`src/rtl/tg_dispatch.sv`:
```
module tg_dispatch #(
  parameter int DEPTH   = 4,
  parameter int TW      = 64,
  parameter int SLOT_NS = 25000,
  parameter int LATE_NS = 1000,
  parameter int CW      = 16
) (
  input  logic          clk,
  input  logic          rst_n,
  input  logic          ev_valid,
  input  logic [63:0]   ev_id,
  input  logic [TW-1:0] ev_deadline,
  input  logic [TW-1:0] now_ns,
  output logic          tg_valid,
  input  logic          tg_ready,
  output logic [15:0]   tg_data,
  output logic [CW-1:0] late_count,
  output logic [CW-1:0] overflow_count
);
  localparam int AW = (DEPTH > 1) ? $clog2(DEPTH) : 1;

  logic [TW-1:0] dl_mem [DEPTH];
  logic [15:0]   pl_mem [DEPTH];
  logic [AW-1:0] wr_ptr, rd_ptr;
  logic [AW:0]   fill;
  logic [TW-1:0] slot_end;

  wire id_ok = (&ev_id[63:32]) && (ev_id[31:16] == 16'h0);
  wire full  = (fill == (AW+1)'(DEPTH));
  wire push  = ev_valid && id_ok && !full;
  wire drop  = ev_valid && id_ok && full;

  wire [TW-1:0] head_dl = dl_mem[rd_ptr];
  assign tg_valid = (fill != '0) && (now_ns >= head_dl) && (now_ns >= slot_end);
  assign tg_data  = pl_mem[rd_ptr];
  wire pop = tg_valid && tg_ready;

  function automatic logic [AW-1:0] nxt(input logic [AW-1:0] p);
    return (p == AW'(DEPTH - 1)) ? '0 : p + 1'b1;
  endfunction

  always_ff @(posedge clk) begin
    if (push) begin
      dl_mem[wr_ptr] <= ev_deadline;
      pl_mem[wr_ptr] <= ev_id[15:0];
    end
  end

  always_ff @(posedge clk or negedge rst_n) begin
    if (!rst_n) begin
      wr_ptr         <= '0;
      rd_ptr         <= '0;
      fill           <= '0;
      slot_end       <= '0;
      late_count     <= '0;
      overflow_count <= '0;
    end else begin
      if (push) wr_ptr <= nxt(wr_ptr);
      if (pop) begin
        rd_ptr   <= nxt(rd_ptr);
        slot_end <= now_ns + TW'(SLOT_NS);
        if (now_ns >= head_dl + TW'(LATE_NS)) late_count <= late_count + 1'b1;
      end
      fill <= fill + {{AW{1'b0}}, push} - {{AW{1'b0}}, pop};
      if (drop) overflow_count <= overflow_count + 1'b1;
    end
  end
endmodule


```
`config.mk`:
```
export PLATFORM = sky130hd
export DESIGN_NAME = tg_dispatch
export DESIGN_NICKNAME = d
export VERILOG_FILES = /design/src/rtl/tg_dispatch.sv
export SDC_FILE = /design/constraint.sdc
export NUM_CORES = 1
export LEC_CHECK = 0
export BUFFER_PORTS_ARGS = -buffer_cell sky130_fd_sc_hd__buf_2
export CORE_MARGIN = 2
export CORE_UTILIZATION = 60
export CTS_CLUSTER_SIZE = 25
export DETAILED_ROUTE_END_ITERATION = 10
export GPL_ROUTABILITY_DRIVEN = 0
export PLACE_DENSITY = 0.82
export SLEW_MARGIN = 10
export SYNTH_ARGS = -nofsm -noshare
export SYNTH_HDL_FRONTEND = slang
export SYNTH_SLANG_ARGS = --single-unit
```
`constraint.sdc`:
```
create_clock -name clk -period 9.3 [get_ports clk]
set_clock_uncertainty 0.05 [all_clocks]
set_input_delay 1.86 -clock clk [delete_from_list [all_inputs] [get_ports clk]]
set_output_delay 1.86 -clock clk [all_outputs]
set_load 0.02 [all_outputs]
```
==> flow_summary.json, run 1 <==
{
  "slowest_delay_ns": 0.97,
  "final.setup.tns_ns": 0,
  "synth.distinct_cells": 69,
  "clockBufferDepth": 3,
  "fin_area_mm2": 0.0258,
  "rr_worst_depth": 15,
  "syn_area_mm2": 0.0226,
  "wl_per_cell_um": 20.3,
  "crit_start": "rd_ptr[0]$_DFFE_PN0P_",
  "drive_above_1_share_pct": 22.8,
  "crit_slowest_cell": "dfrtp_4",
  "critPathLaunchType": "flop",
  "hp-class": "flop to flop",
  "synth_top_family_by_area": "multiplexers",
  "numCtsBuffers": 44,
  "ys_seq_elements": 423,
  "drc": 0,
  "hold_viol": 0,
  "fp.coreArea_mm2": 0.0374,
  "seq_area_mm2": 0.0122,
  "grt_pass1_wl_mm": 80.1,
  "synth_area_per_cell_um2": 13.3,
  "num-fill-cells": 2506,
  "reg2reg_slack_ns": 2.38,
  "grt_pass1_vias": 15100,
  "die_width_um": 198,
  "worst_pin_slew_ns": 0.947,
  "worst_path_most_repeated_cell": "a2111oi_0",
  "syn2layout_area_growth_pct": 14.1,
  "cts_root_buf": "clkbuf_16",
  "layout_min_cycle_time_ns": 7.62,
  "post_cts_resized": 0,
  "yosys.area_share.xor_xnor_pct": 5.69,
  "pwr_density_cell_mw_per_mm2": 154,
  "boundaryPins": 245,
  "r2r-end": "late_count[14]$_DFFE_PN0P_",
  "p_leak_nw": 10.7,
  "via_per_inst": 5.92,
  "synth_adder_area_share_pct": 11.1,
  "drt_iter0_markers": 959,
  "postPlaceCellArea_mm2": 0.0244,
  "synth_mux_area_share_pct": 11.2,
  "setup_viol": 0,
  "dieArea_mm2": 0.0393,
  "yosys.area_share.simple_pct": 10.1,
  "ant_nets": 0,
  "synth-async-reset-ratio_pct": 24.3,
  "row_count": 71,
  "synth-edff-count": 320,
  "firstDrtPassIters": 5,
  "die_h_um": 198,
  "antenna_found_initial": 20,
  "synth-seq-area-share_pct": 53.8,
  "dp_hpwl_mm": 36.2,
  "synth_cells": 1704,
  "synthFlopType": "edfxtp_1",
  "cp-end-kind": "output pin",
  "final_nets": 2367,
  "cts-hold-fix-buffers": 0,
  "grt_max_degree": 73,
  "io_buffers": 244,
  "grt_overflow_total": 0,
  "multi_input_area_mm2": 0.00970,
  "fmax_mhz": 131,
  "clock_latency_ns": 0.58,
  "finalCritPeriodShare_pct": 81.9,
  "htreeDepth": 2,
  "start_util_pct": 60.5,
  "crit_type": "flop to output pin",
  "path_cells": "buf_4 -> mux4_2 -> ha_1 -> nand2b_1 -> a2111oi_0 -> nor4_1 -> o41a_1 -> a2111oi_0 -> o41ai_1 -> and2_1 -> buf_2",
  "grtUsageTotal_pct": 26.5,
  "synth-compound-area-share_pct": 4.64,
  "grt_setup_unrepaired": "false",
  "cts_tree": "done",
  "crit_path_max_fanout": 44,
  "final_max_slew_viol_count": 0,
  "clkSinkCount": 423,
  "maxSlewHeadroom_pct": 36.8,
  "post_cts.repair.setup_buffers": 0,
  "vdd_drop_max_mv": 0.187,
  "yosysWarnings": 0,
  "r2r-start": "rd_ptr[0]$_DFFE_PN0P_",
  "status": "finished clean",
  "drv_cap": 0,
  "routed_wl_mm": 51.4,
  "endpoint": "tg_valid",
  "arrival_ns": 5.71,
  "num_vias": 15000,
  "syn-num-nets": 2101,
  "crit_required_ns": 7.39,
  "clk_pin_slew_worst_paths_ns": 0.06
}
Yosys cell counts, types with 5 or more instances:
cell / n / area share [%]
and4_1: 11 / 0.43
xnor2_1: 92 / 3.6
ha_1: 200 / 11
inv_2: 12 / 0.20
a21oi_1: 69 / 1.5
mux2_2: 28 / 1.4
nand3_1: 47 / 1.0
and3_1: 16 / 0.44
nor2b_1: 8 / 0.22
dfrtp_1: 103 / 11
clkbuf_1: 9 / 0.15
or3_1: 8 / 0.22
nor3_2: 5 / 0.22
mux4_1: 8 / 0.93
nand4_1: 51 / 1.4
edfxtp_1: 320 / 42
o31ai_1: 5 / 0.17
mux4_2: 65 / 6.5
nor4_1: 20 / 0.55
a2111oi_0: 5 / 0.19
nor2_1: 73 / 1.2
xor2_1: 55 / 2.1
buf_2: 12 / 0.27
inv_1: 127 / 2.1
a21o_1: 14 / 0.46
and2_1: 12 / 0.33
o21ai_0: 38 / 0.84
mux2i_1: 54 / 2.4
a211oi_1: 15 / 0.50
nand2_1: 117 / 1.9
o211ai_1: 5 / 0.17
or4_1: 7 / 0.23
nor3_1: 25 / 0.55
worst min path at each step:
stage | start | endpoint | slack [ns] | depth (start not counted)
3_5_place_dp | late_count[15]$_DFFE_PN0P_ | late_count[15]$_DFFE_PN0P_ | 0.41 | 1
5_1_grt | late_count[15]$_DFFE_PN0P_ | late_count[15]$_DFFE_PN0P_ | 0.44 | 1
4_1_cts | late_count[15]$_DFFE_PN0P_ | late_count[15]$_DFFE_PN0P_ | 0.42 | 1
6_report | late_count[15]$_DFFE_PN0P_ | late_count[15]$_DFFE_PN0P_ | 0.42 | 1
3_3_place_gp | overflow_count[15]$_DFFE_PN0P_ | overflow_count[15]$_DFFE_PN0P_ | 0.40 | 1
2_1_floorplan | slot_end[54]$_DFFE_PN0P_ | slot_end[54]$_DFFE_PN0P_ | 0.43 | 1
area by class of cell:
type,count,share of cell area (%)
Tap cell,511,2.47
Sequential cell,423,47.2
Antenna cell,13,0.126
Inverter,140,2.03
Timing Repair Buffer,256,5.08
Clock inverter,27,1.15
Clock buffer,53,4.39
Multi-Input combinational cell,1105,37.5
layer usage:
| layer | share of wire, % | track usage (%) | vias up | wire length [um] |
|---|---|---|---|---|
| li1 | - | - | 6967 | - |
| met1 | 42 | 35.4 | 7359 | 21400 |
| met2 | 48 | 42.7 | 512 | 24500 |
| met3 | 7.7 | 5.71 | 108 | 3940 |
| met4 | 2.8 | 10.3 | 16 | 1420 |
| met5 | 0.21 | 0 | - | 109 |
stage by stage:
| step | utilization (%) | total power [W] | hold WS (ns) | std cells | setup WS [ns] |
|---|---|---|---|---|---|
| global route | 69.1 | 0.00411 | 0.436 | 2522 | 1.39 |
| finish | 69.1 | 0.00398 | 0.417 | 2528 | 1.68 |
| floorplan | - | 0.00215 | 0.429 | 1704 | 2.59 |
| global placement | 65.2 | 0.00225 | 0.404 | 2435 | 2.29 |
| CTS | 69.0 | 0.00401 | 0.422 | 2515 | 1.63 |
| detailed placement | 65.2 | 0.00227 | 0.414 | 2435 | 2.28 |
placed cells by master, fill, tap and decap left out, types with 14 or more instances in the layout:
master     instances
nand3_1           47
edfxtp_1         320
and3_1            16
clkbuf_16         44
nor3_1            25
a21oi_1           69
ha_1             200
a211oi_1          15
nand2_1          116
nor4_1            20
nor2_1            73
a21o_1            14
inv_1            127
mux4_2            65
dfrtp_1          101
o21ai_0           38
xor2_1            55
buf_2            243
mux2_2            28
mux2i_1           54
nand4_1           51
xnor2_1           92
state kept, by name, indices dropped and copies added, names as in the netlist:
register and cells:
dl_mem 256, pl_mem 64, wr_ptr 2, late_count 16, fill 3, rd_ptr 2
overflow_count 16, slot_end 64
worst max-delay path, delay by kind of cell, from the launching register on:
kind            cells  cell delay (ns)
compound gates      4             1.91
fa+ha+maj           1             0.27
buf+inv             2             0.78
flops               1             0.97
mux                 1             0.58
simple gates        3             0.58
where the power goes:
group                   switching (W)  total [W]  internal, W
Combinational                0.000118   0.000196    0.0000782
Sequential     0.00000000000000000814    0.00203      0.00203
Clock                        0.000734    0.00175      0.00102
cells by family (layout without fill, tap and decap cells):
kind of cell | count (synthesis) | after routing
AOI/OAI and AO/OA | 173 | 173
xor gates and xnor gates | 147 | 147
adders and majority gates | 201 | 201
buffers and inverters | 176 | 476
DFF | 423 | 423
muxes | 155 | 155
other | 0 | 13
and+or+nand+nor | 429 | 429
Note: power is estimated with default switching activity, not from simulation.
==> inputs of run 2 (changes only) <==
==> constraint.sdc (replaced) <==
create_clock -name clk -period 7.3 [get_ports clk]
set_clock_uncertainty 0.05 [all_clocks]
set_input_delay 1.46 -clock clk [delete_from_list [all_inputs] [get_ports clk]]
set_output_delay 1.46 -clock clk [all_outputs]
set_load 0.02 [all_outputs]
==> flow_summary.json, run 2 (synthesis results as in run 1) <==
{
  "status": "finished clean",
  "dieArea_mm2": 0.0393,
  "dp_hpwl_mm": 36.5,
  "top_regs": "dl_mem: 256 flops, pl_mem: 64 flops, slot_end: 64 flops",
  "grtUsageTotal_pct": 26.4,
  "drive_above_1_share_pct": 22.8,
  "fmax_mhz": 148,
  "num_vias": 14800,
  "crit_required_ns": 5.79,
  "start_util_pct": 60.5,
  "clockBufferDepth": 3,
  "pwr-share-clk_pct": 43.9,
  "clock_latency_ns": 0.59,
  "numCtsBuffers": 42,
  "fp.coreArea_mm2": 0.0374,
  "wl_per_cell_um": 20.3,
  "row_count": 71,
  "final_cell_mix": "edfxtp_1 (320), buf_2 (243), ha_1 (200)",
  "grt_pass1_wl_mm": 79.6,
  "post_cts_resized": 0,
  "p_seq_share_pct": 51.2,
  "whs_ns": 0.419,
  "cp-end-kind": "output pin",
  "die_width_um": 198,
  "final_nets": 2366,
  "die_h_um": 198,
  "final_max_slew_viol_count": 0,
  "pwr_density_cell_mw_per_mm2": 196,
  "clk_pin_slew_worst_paths_ns": 0.06,
  "syn2layout_area_growth_pct": 14.2,
  "crit_path_max_fanout": 55,
  "hold_viol": 0,
  "p_leak_nw": 10.7,
  "drc": 0,
  "grt_max_degree": 68,
  "final.setup.tns_ns": 0,
  "ant_nets": 0,
  "critPathLaunchType": "flop",
  "fin_cells": 2524,
  "io_buffers": 244,
  "p_comb_share_pct": 4.9,
  "setup_viol": 0,
  "grt_overflow_total": 0,
  "dp_cells": 2436,
  "power_switching_w": 0.00108,
  "clkSinkCount": 423,
  "via_per_inst": 5.87,
  "cts_tree": "done",
  "worst_pin_slew_ns": 0.879,
  "crit_slowest_cell": "dfrtp_4",
  "intPower_w": 0.00398,
  "arrival_ns": 5.25,
  "vdd_drop_max_mv": 0.221,
  "finalCritPeriodShare_pct": 92.6,
  "antenna_found_initial": 16,
  "sw_frac_of_total_pct": 21.3,
  "regMostFlops": "dl_mem",
  "final_common_cell": "edfxtp_1",
  "drt_iter0_markers": 897,
  "grt_pass1_vias": 15100,
  "slowest_delay_ns": 0.77,
  "boundaryPins": 245,
  "path_cells": "buf_12 -> mux2_2 -> o21ai_0 -> ha_1 -> nand4_1 -> nor4_1 -> a22oi_1 -> o211ai_1 -> a2111oi_0 -> o41ai_1 -> and2_1 -> buf_2",
  "finalPower_w": 0.00506,
  "grt_setup_unrepaired": "false",
  "cts_root_buf": "clkbuf_16",
  "routed_wl_mm": 51.3,
  "layout_min_cycle_time_ns": 6.76,
  "hp-class": "flop to flop",
  "post_cts.repair.setup_buffers": 0,
  "htreeDepth": 2,
  "drv_cap": 0,
  "crit_type": "flop to output pin",
  "cts-hold-fix-buffers": 0,
  "firstDrtPassIters": 5,
  "largest_reg_flops": 256,
  "maxSlewHeadroom_pct": 41.4
}
run 2: cell types whose count changed in the layout (fill, tap and decap cells not counted), sizes merged:
cell / change
clkinv: -6
clkbuf: +3
inv: -2
clkinvlp: +3
diode: -3
buf: +1
run 2: final timing paths:
| kind | slack, ns | end | depth (start not counted) | start |
|---|---|---|---|---|
| setup reg to reg | 0.81 | late_count[9]$_DFFE_PN0P_ | 15 | rd_ptr[0]$_DFFE_PN0P_ |
| hold reg to reg | 0.42 | late_count[15]$_DFFE_PN0P_ | 1 | late_count[15]$_DFFE_PN0P_ |
| hold / removal | 0.42 | late_count[15]$_DFFE_PN0P_ | 1 | late_count[15]$_DFFE_PN0P_ |
| setup / recovery | 0.54 | tg_valid | 12 | rd_ptr[1]$_DFFE_PN0P_ |
| min in group asynchronous | 0.81 | overflow_count[11]$_DFFE_PN0P_ | 1 | rst_n |
| max in group asynchronous | 5.13 | slot_end[50]$_DFFE_PN0P_ | 2 | rst_n |
run 2: worst max-delay path: cells and delay by family, from the launching register on:
kind	cells	cell delay [ns]
muxes	1	0.37
and+or+nand+nor	3	0.93
buffers and inverters	2	0.59
adders and majority gates	1	0.27
DFF	1	0.77
AOI/OAI and AO/OA	5	1.69
run 2: routing by layer:
metal / wire (um) / track usage, % / vias up
li1: - / - / 6938
met1: 21100 / 33.9 / 7270
met2: 25100 / 44.8 / 494
met3: 3770 / 5.72 / 105
met4: 1260 / 9.08 / 16
met5: 80 / 0 / -
run 2: layout make-up:
cell class                      count  area (um^2)
Inverter                          140          526
Multi-Input combinational cell   1105         9700
Sequential cell                   423        12200
Clock buffer                       56         1140
Fill cell                        2574        11500
Timing Repair Buffer              257         1350
Clock inverter                     22          282
Antenna cell                       10         25.0
Tap cell                          511          639
run 2: metrics by stage:
stage               setup WS [ns]  area, um^2  utilization (%)
finish                      0.543       25900             69.1
global route                0.252       25800             69.1
CTS                         0.558       25800             69.1
detailed placement          0.805       24400             65.3
global placement             1.04       24400             65.3
floorplan                   0.591       22600                -
run 2: power groups by stage:
stage / Clock, W / Sequential, W / Combinational [W]
2_1_floorplan: 0 / 0.00264 / 0.0000995
3_3_place_gp: 0 / 0.00264 / 0.000232
3_5_place_dp: 0 / 0.00264 / 0.000247
4_1_cts: 0.00226 / 0.00259 / 0.000248
5_1_grt: 0.00234 / 0.00259 / 0.000280
6_report: 0.00222 / 0.00259 / 0.000251
